==> config.mk <==
export PLATFORM = sky130hd
export DESIGN_NAME = intack_seq
export DESIGN_NICKNAME = d
export VERILOG_FILES = /design/src/rtl/intack_pkg.sv /design/src/rtl/intack_ie_ff.sv /design/src/rtl/intack_tcount.sv /design/src/rtl/intack_ptr_regs.sv /design/src/rtl/intack_seq.sv
export SDC_FILE = /design/constraint.sdc
export NUM_CORES = 1
export LEC_CHECK = 0
export BUFFER_PORTS_ARGS = -buffer_cell sky130_fd_sc_hd__buf_2
export CORE_MARGIN = 3
export CORE_UTILIZATION = 53
export CTS_CLUSTER_SIZE = 20
export DETAILED_ROUTE_END_ITERATION = 7
export MAX_ROUTING_LAYER = met4
export PLACE_DENSITY = 0.83
export SLEW_MARGIN = 20
export SYNTH_ARGS = -nofsm -noshare
export SYNTH_HDL_FRONTEND = slang
export SYNTH_SLANG_ARGS = --single-unit
export TNS_END_PERCENT = 30
==> constraint.sdc <==
create_clock -name clk -period 3.5 [get_ports clk]
set_input_delay 0.35 -clock clk [delete_from_list [all_inputs] [get_ports clk]]
set_output_delay 0.35 -clock clk [all_outputs]
set_load 0.03 [all_outputs]
==> src/rtl/intack_pkg.sv <==
package intack_pkg;
  typedef enum logic [2:0] {
    ST_IDLE,
    ST_ACK_OP,
    ST_ACK_LO,
    ST_ACK_HI,
    ST_PUSH_HI,
    ST_PUSH_LO
  } seq_state_t;
endpackage

==> src/rtl/intack_ie_ff.sv <==
module intack_ie_ff (
  input  logic clk,
  input  logic rst,
  input  logic take_i,
  input  logic ei_i,
  input  logic di_i,
  output logic ie_o
);
  // Acceptance clears first, then disable, then enable.
  always_ff @(posedge clk) begin
    if (rst)         ie_o <= 1'b0;
    else if (take_i) ie_o <= 1'b0;
    else if (di_i)   ie_o <= 1'b0;
    else if (ei_i)   ie_o <= 1'b1;
  end
endmodule

==> src/rtl/intack_tcount.sv <==
module intack_tcount #(
  parameter int CW = 3
) (
  input  logic          clk,
  input  logic          rst,
  input  logic          clr_i,
  input  logic          run_i,
  output logic [CW-1:0] cnt_o
);
  always_ff @(posedge clk) begin
    if (rst || clr_i) cnt_o <= '0;
    else if (run_i)   cnt_o <= cnt_o + 1'b1;
  end
endmodule

==> src/rtl/intack_ptr_regs.sv <==
module intack_ptr_regs #(
  parameter int AW = 16
) (
  input  logic          clk,
  input  logic          rst,
  input  logic          busy_i,
  input  logic          pc_ld_i,
  input  logic [AW-1:0] pc_din_i,
  input  logic          sp_ld_i,
  input  logic [AW-1:0] sp_din_i,
  input  logic          sp_dec_i,
  input  logic          pc_jump_i,
  input  logic [AW-1:0] jump_addr_i,
  output logic [AW-1:0] pc_o,
  output logic [AW-1:0] sp_o
);
  always_ff @(posedge clk) begin
    if (rst) begin
      pc_o <= '0;
      sp_o <= '0;
    end else begin
      if (pc_jump_i)              pc_o <= jump_addr_i;
      else if (pc_ld_i && !busy_i) pc_o <= pc_din_i;
      if (sp_dec_i)               sp_o <= sp_o - 1'b1;
      else if (sp_ld_i && !busy_i) sp_o <= sp_din_i;
    end
  end
endmodule

==> src/rtl/intack_seq.sv <==
module intack_seq
  import intack_pkg::*;
#(
  parameter int            DW         = 8,
  parameter int            ACK_OP_T   = 4,
  parameter int            ACK_BYTE_T = 3,
  parameter logic [DW-1:0] CALL_OP    = 8'hCD
) (
  input  logic            clk,
  input  logic            rst,
  input  logic            intr_i,
  input  logic            boundary_i,
  input  logic            ei_i,
  input  logic            di_i,
  input  logic [DW-1:0]   data_i,
  input  logic            pc_ld_i,
  input  logic [2*DW-1:0] pc_din_i,
  input  logic            sp_ld_i,
  input  logic [2*DW-1:0] sp_din_i,
  input  logic            wr_done_i,
  output logic            inta_o,
  output logic            io_m_o,
  output logic            wr_req_o,
  output logic [2*DW-1:0] wr_addr_o,
  output logic [DW-1:0]   wr_data_o,
  output logic [2*DW-1:0] pc_o,
  output logic [2*DW-1:0] sp_o,
  output logic            ie_o,
  output logic            busy_o,
  output logic            err_o
);
  localparam int AW   = 2 * DW;
  localparam int TMAX = (ACK_OP_T > ACK_BYTE_T) ? ACK_OP_T : ACK_BYTE_T;
  localparam int CW   = $clog2(TMAX + 1);
  localparam logic [CW-1:0] LAST_OP   = CW'(ACK_OP_T - 1);
  localparam logic [CW-1:0] LAST_BYTE = CW'(ACK_BYTE_T - 1);

  seq_state_t     state_q, state_d;
  logic           take, in_ack, last, bad;
  logic           sp_dec, pc_jump;
  logic [CW-1:0]  tcnt;
  logic [DW-1:0]  lo_q, hi_q;

  assign take   = (state_q == ST_IDLE) && boundary_i && intr_i && ie_o;
  assign in_ack = (state_q == ST_ACK_OP) || (state_q == ST_ACK_LO) ||
                  (state_q == ST_ACK_HI);
  assign last   = in_ack &&
                  (tcnt == ((state_q == ST_ACK_OP) ? LAST_OP : LAST_BYTE));
  assign bad    = (state_q == ST_ACK_OP) && last && (data_i != CALL_OP);
  assign sp_dec = ((state_q == ST_ACK_HI) && last) ||
                  ((state_q == ST_PUSH_HI) && wr_done_i);
  assign pc_jump = (state_q == ST_PUSH_LO) && wr_done_i;

  intack_ie_ff u_ie (
    .clk    (clk),
    .rst    (rst),
    .take_i (take),
    .ei_i   (ei_i),
    .di_i   (di_i),
    .ie_o   (ie_o)
  );

  intack_tcount #(.CW(CW)) u_tcnt (
    .clk   (clk),
    .rst   (rst),
    .clr_i (take || last),
    .run_i (in_ack),
    .cnt_o (tcnt)
  );

  intack_ptr_regs #(.AW(AW)) u_ptr (
    .clk         (clk),
    .rst         (rst),
    .busy_i      (busy_o),
    .pc_ld_i     (pc_ld_i),
    .pc_din_i    (pc_din_i),
    .sp_ld_i     (sp_ld_i),
    .sp_din_i    (sp_din_i),
    .sp_dec_i    (sp_dec),
    .pc_jump_i   (pc_jump),
    .jump_addr_i ({hi_q, lo_q}),
    .pc_o        (pc_o),
    .sp_o        (sp_o)
  );

  // Next-state logic
  always_comb begin
    state_d = state_q;
    unique case (state_q)
      ST_IDLE:    if (take) state_d = ST_ACK_OP;
      ST_ACK_OP:  if (last) state_d = bad ? ST_IDLE : ST_ACK_LO;
      ST_ACK_LO:  if (last) state_d = ST_ACK_HI;
      ST_ACK_HI:  if (last) state_d = ST_PUSH_HI;
      ST_PUSH_HI: if (wr_done_i) state_d = ST_PUSH_LO;
      ST_PUSH_LO: if (wr_done_i) state_d = ST_IDLE;
      default:    state_d = ST_IDLE;
    endcase
  end

  // State, collected bytes and registered outputs
  always_ff @(posedge clk) begin
    if (rst) begin
      state_q   <= ST_IDLE;
      lo_q      <= '0;
      hi_q      <= '0;
      inta_o    <= 1'b0;
      io_m_o    <= 1'b0;
      wr_req_o  <= 1'b0;
      wr_data_o <= '0;
      busy_o    <= 1'b0;
      err_o     <= 1'b0;
    end else begin
      state_q <= state_d;
      if ((state_q == ST_ACK_LO) && last) lo_q <= data_i;
      if ((state_q == ST_ACK_HI) && last) hi_q <= data_i;
      inta_o   <= (state_d == ST_ACK_OP) || (state_d == ST_ACK_LO) ||
                  (state_d == ST_ACK_HI);
      io_m_o   <= (state_d == ST_ACK_OP) || (state_d == ST_ACK_LO) ||
                  (state_d == ST_ACK_HI);
      wr_req_o <= (state_d == ST_PUSH_HI) || (state_d == ST_PUSH_LO);
      wr_data_o <= (state_d == ST_PUSH_HI) ? pc_o[AW-1:DW] : pc_o[DW-1:0];
      busy_o   <= (state_d != ST_IDLE);
      err_o    <= bad;
    end
  end

  assign wr_addr_o = sp_o;
endmodule

## Yosys cells after proc, flatten, opt, wreduce, memory -nomap -nowiden

Cells that the tools add are included.
Widths: inputs -> output; s select.

| word-level totals | value |
|---|---|
| memories | 0 |
| input bits | 49 |
| memory bits (read-only) | 0 |
| register bits after elaboration | 67 |
| output and inout bits | 62 |
| bits in latches | 0 |
| word-level logic and storage cells | 66 |
| bits in writable memories | 0 |

| cells by class | value |
|---|---|
| magnitude comparators | 0 |
| divide/modulo/power cells | 0 |
| bitwise gates (word level) | 0 |
| mux-type cells | 14 |
| eq/ne operators | 12 |
| multiply operators | 0 |
| add/subtract/negate cells | 2 |
| reduce and logical (&&, ||, !) cells | 26 |
| shift operators | 0 |

Operators by type and width:

| cell | count |
|---|---|
| $mux 16 | 4 |
| $mux 3 | 6 |
| $pmux 3 s6 | 1 |
| $sub 16x1->16 const B | 1 |
| $eq 3x2->1 const B | 4 |
| $eq 3x3->1 const B | 4 |
| $logic_and 1x1->1 | 12 |
| $logic_or 1x1->1 | 8 |
| $mux 8 | 1 |
| $ne 8x8->1 const B | 1 |
| $eq 3x1->1 const B | 2 |
| $reduce_bool 2->1 | 2 |
| $add 3x1->3 const B | 1 |
| $eq 3x2->1 | 1 |
| $logic_not 3->1 | 1 |
| $reduce_bool 3->1 | 1 |
| $reduce_or 3->1 | 1 |
| $mux 2 | 1 |
| $logic_not 1->1 | 1 |
| $mux 1 | 1 |

## Longest topological paths before layout

| depth | value |
|---|---|
| depth in word-level cells | 12 |
| gate-level depth with buffers | 7 |
| gate-level depth less buffers | 7 |

## By module

A second synthesis with hierarchy kept.

| unflattened totals | value |
|---|---|
| cell total of the unflattened synthesis | 353 |
| area total of the unflattened synthesis | 3288.2 um2 |

By module, submodules not included:

| module | cells each | seq. area each (um2) | area each (um2) | times used |
|---|---|---|---|---|
| intack_ptr_regs | 193 | 640.6 | 1709.1 | 1 |
| intack_seq | 146 | 620.6 | 1411.4 | 1 |
| intack_tcount | 11 | 60.1 | 131.4 | 1 |
| intack_ie_ff | 3 | 20.0 | 36.3 | 1 |

## Least setup slack after synthesis

No wires, ideal clock.

| timing | value |
|---|---|
| kind | register to register |
| start point | reg u_ptr.sp_o[0] |
| end point | reg u_ptr.sp_o[10] |
| path buffers | 0 |
| stages on the path, launching flop included | 8 |
| slack | 1.358 ns |
| clock period less this slack | 2.142 ns |
| data required time | 3.426 ns |
| data arrival time | 2.068 ns |
| setup time | 0.074 ns |
| cells stage by stage | dfxtp_1 -> inv_1 -> ha_1 -> or3b_1 -> or3_4 -> nand2b_4 -> or3_1 -> a31oi_1 |

| on the way | value |
|---|---|
| longest elaborated chain between the ends | 2 |

Ends and longest elaborated chain:

| what | line | source |
|---|---|---|
| start, declared | intack_ptr_regs.sv:15 | `output logic [AW-1:0] sp_o` |
| start signal, assigned | intack_ptr_regs.sv:24 | `if (sp_dec_i) sp_o <= sp_o - 1'b1;` |
| start signal, assigned | intack_ptr_regs.sv:25 | `else if (sp_ld_i && !busy_i) sp_o <= sp_din_i;` |
| $sub 16x1->16 | intack_ptr_regs.sv:24 |  |
| $mux 16 | intack_ptr_regs.sv:24 |  |

No other way between the ends.
A chain may end at the register's enable or synchronous reset.

## Worst setup path in the final report

| timing | value |
|---|---|
| start point | reg state_q[1] |
| end point | reg u_ptr.sp_o[5] |

| on the way | value |
|---|---|
| longest elaborated chain between the ends | 7 |
| elaborated cells between the ends (all ways) | 14 |
| those cells by class | eq/ne: 5; mux: 2; reduce/logical: 7 |

Ends and longest elaborated chain:

| what | line | source |
|---|---|---|
| start, declared | intack_seq.sv:38 | `seq_state_t state_q, state_d;` |
| start signal, assigned | intack_seq.sv:113 | `state_q <= state_d;` |
| $eq 3x1->1 or $eq 3x2->1 (tied branches) | intack_seq.sv:45, intack_seq.sv:48 |  |
| $mux 1 or $logic_or 1x1->1 (tied branches) | intack_seq.sv:48, intack_seq.sv:45 |  |
| $eq 3x2->1 or $logic_or 1x1->1 (tied branches) | intack_seq.sv:48, intack_seq.sv:45 |  |
| $logic_and 1x1->1 | intack_seq.sv:47 | `assign last = in_ack &&` |
| $logic_and 1x1->1 | intack_seq.sv:50 | `assign sp_dec = ((state_q == ST_ACK_HI) && last) \|\|` |
| $logic_or 1x1->1 * | intack_seq.sv:50 |  |
| $mux 16 or $reduce_bool 2->1 (tied branches) | -- |  |

Every way passes the cells marked *; elsewhere a longest branch is shown, timed or not.

==> summary.md <==
| Metric | Value |
|---|---|
| Die Y | `82.7 um` |
| Post-Synthesis Cells | `341` |
| CTS Buf Count | `9` |
| CTS tree | `yes` |
| FF-to-FF Start | `state_q[1]` |
| Die area | `6840 um^2` |
| Postcts setup bufs | `0` |
| # Max-Cap Violations | `0` |
| Crit-path max cell delay | `~0.6 ns` |
| # H-tree levels | `3` |
| Most common cell after layout, fill and taps aside | `buf_2` |
| Largest net degree at the start of global routing | `42` |
| Diode count | `0` |
| Most frequent cells in the layout | `110 x buf_2, 67 x dfxtp_1, 57 x nor2_1, 40 x mux2i_1, 20 x a211oi_1` |
| Number of gates resized after CTS | `0` |
| DR pass1 iterations | `4` |
| Top-area cell type share of the netlist area | `0.430` |
| Clk_skew | `0.00431 ns` |
| Max frequency | `between 400 and 500 MHz` |
| Period utilization | `0.639` |
| Average cell area after synthesis | `9.15 um^2` |
| Synth Flop Type | `dfxtp_1` |
| Switching power total | `around 490 uW` |
| Final worst slack | `about 1.3 ns` |
| DRC viols | `0` |
| Pwr Total | `between 1500 and 2000 uW` |
| IO Count | `111` |
| Total number of vias | `2,847` |
| Drt wl/cell | `15.2 um` |
| Register area share after synthesis | `0.430` |
| Worst-path fanout max | `12` |
| Sink Count | `67` |
| Kind of critical path | `reg2reg` |
| Beginning of the critical path | `state_q[1]` |
| Remaining Overflow, GRT | `0` |
| RePlAce Congestion | `0.891` |
| Hold Crit Class | `in2reg` |
| Cell Rows | `27` |
| Max-slew violation count | `0` |
| Setup WS pre-CTS | `1.29 ns` |
| Worst setup EP type | `register` |
| Worst-margin pin slew | `around 1.1 ns` |
| Layout cells sized above 1 | `0.316` |
| Syn-to-layout area delta | `21.3%` |
| Power Dens Cells | `464 nW/um^2` |
| Starting Density | `0.556` |
| Final nets | `479` |
| CTS clk-pin slew, worst paths | `0.07 ns` |
| CP Cell Sequence | `and4bb_1 -> a31o_4 -> nor2_1 -> nor3_1 -> a2111oi_0` |
| Pleak | `0.00185 uW` |
| Hold path startpoint | `di_i` |
| Number of enable flip-flop cells after synthesis | `0` |
| Via density | `5.64` |
| CP Data Required Time | `about 3.7 ns` |
| Comb pwr share | `0.154` |
| Clk root buf | `clkbuf_8` |
| Dpl hpwl | `5.81 mm` |
| Setup TNS | `0 ns` |
| Clock latency on the worst-skew pair | `0.33 ns` |
| Worst setup SP type | `register` |
| Final Hold Fails | `0` |
| Clock share of power | `0.380` |
| CTS hold repair buffers | `0` |
| Largest cells by area after synthesis | `dfxtp_1 43%, mux2i_1 13%, nor2_1 6.9%` |
| Cell area after synthesis | `around 3100 um^2` |
| # fillers | `475` |
| Synthesized flop and latch total | `67` |
| Starting DRT DRC Count | `199` |
| RSZ-0062 raised after global routing | `no` |
| Internal power | `around 1300 uW` |
| Status | `completed` |
| Vias in the first global route | `approximately 2,500` |
| Register Area | `1340 um^2` |
| Die Span X | `82.7 um` |
| I/O Buffers | `110` |
| Net Count, Synth | `392` |
| Routed wire length | `a little under 8 mm` |
| Worst path slowest cell | `nor2_1` |
| GRT Overall Usage | `0.236` |
| First-pass GRT wire length | `12.0 mm` |
| Switching part of the total | `0.276` |
| Async set-reset flop share out of synthesis | `0` |
| Max Root-Sink Buffers | `2` |
| Critical Path AT | `2.45 ns` |
| Yosys cell types | `52` |
| Final count of negative-setup-slack endpoints | `0` |
| Max_slew headroom | `0.270` |
| Fin util | `0.675` |
| Ys Warns | `0` |
| Antenna Nets Post-Route | `0` |
| Register share of total power | `0.467` |
| Peak supply drop | `between 0.2 and 0.25 mV` |
| Initial antenna violation count | `0` |
| Min cycle time layout | `2.24 ns` |
| Core area | `5610 um^2` |
| Post-synth top area cell | `dfxtp_1` |
| Area occupied by multi-input gates | `between 1500 and 2000 um^2` |
-- power by group through the flow --
stage	logic (uW)	registers [uW]	clock network (uW)
after floorplan	140	888	0
after global placement	268	835	0
after detailed placement	269	837	0
after CTS	271	820	672
after global routing	294	825	701
final	270	820	667
-- cell type report --
| cell class | instances | share of cell area |
|---|---|---|
| multi-input combinational | 233 | 0.410 |
| tap | 72 | 0.0238 |
| clock buffer | 12 | 0.0436 |
| clock inverter | 4 | 0.0126 |
| sequential | 67 | 0.354 |
| timing repair buffer | 113 | 0.151 |
| inverter | 4 | 0.00397 |
-- layer usage --
metal  part of all wire  vias to the layer above  routed length, um  GRT usage
met5                  0                        -                  0          -
met4              0.019                        0                148      0.106
met1               0.45                     1338               3420      0.311
li1                   -                     1392                  -          -
met2               0.47                      103               3620      0.356
met3              0.063                       14                487     0.0401
-- logic make-up (layout without fill, tap and decap cells) --
kind of cell / count (synthesis) / in the layout / share of synthesized area
mux: 40 / 40 / 0.128
buf+inv: 41 / 133 / 0.0734
simple gates: 121 / 121 / 0.199
flops: 67 / 67 / 0.430
fa+ha+maj: 2 / 2 / 0.00802
compound gates: 66 / 66 / 0.150
xor+xnor: 4 / 4 / 0.0112
-- per-stage QoR --
step           cell area [um^2]  hold slack, ns  instances
2_1_floorplan              3120           0.428        341
3_3_place_gp               3570           0.480        489
3_5_place_dp               3570           0.483        489
4_1_cts                    3780           0.175        505
5_1_grt                    3780           0.177        505
6_report                   3780           0.177        505
-- path summary, 6_finish.rpt --
kind | slack (ns) | endpoint | depth (start not counted)
worst max-delay path | 1.26 | u_ptr.sp_o[5] | 5
worst min-delay path | 0.18 | u_ie.ie_o | 2
worst max register to register | 1.26 | u_ptr.sp_o[5] | 5
worst min register to register | 0.50 | lo_q[0] | 2
-- critical path: cells and delay by family, from the launching register on --
family	cells	cell delay [ns]
simple gates	3	0.96
compound gates	2	0.61
flops	1	0.54
-- synth_stat cells, drive strengths merged (2+ instances only) --
master / count
dfxtp: 67
mux2i: 40
inv: 4
or4: 3
o21bai: 2
a2bb2oi: 2
and3: 3
xor2: 2
o311ai: 2
a31oi: 8
clkbuf: 12
nor4bb: 2
o21ai: 4
xnor2: 2
a21oi: 16
o211ai: 3
or3b: 2
buf: 25
nand3: 8
nor4: 5
a211oi: 20
nor3b: 2
nor2: 57
a311oi: 2
nand2b: 5
nand2: 13
ha: 2
nor2b: 4
or3: 4
nor3: 6
-- flip-flops by register name, summed over array words and instances (netlist names) --
name,cells
wr_req_o,1
err_o,1
u_ptr.sp_o,16
state_q,3
busy_o,1
u_ptr.pc_o,16
u_tcnt.cnt_o,3
lo_q,8
u_ie.ie_o,1
hi_q,8
wr_data_o,8
io_m_o,1
No activity file was read; power rests on OpenSTA's default activity.
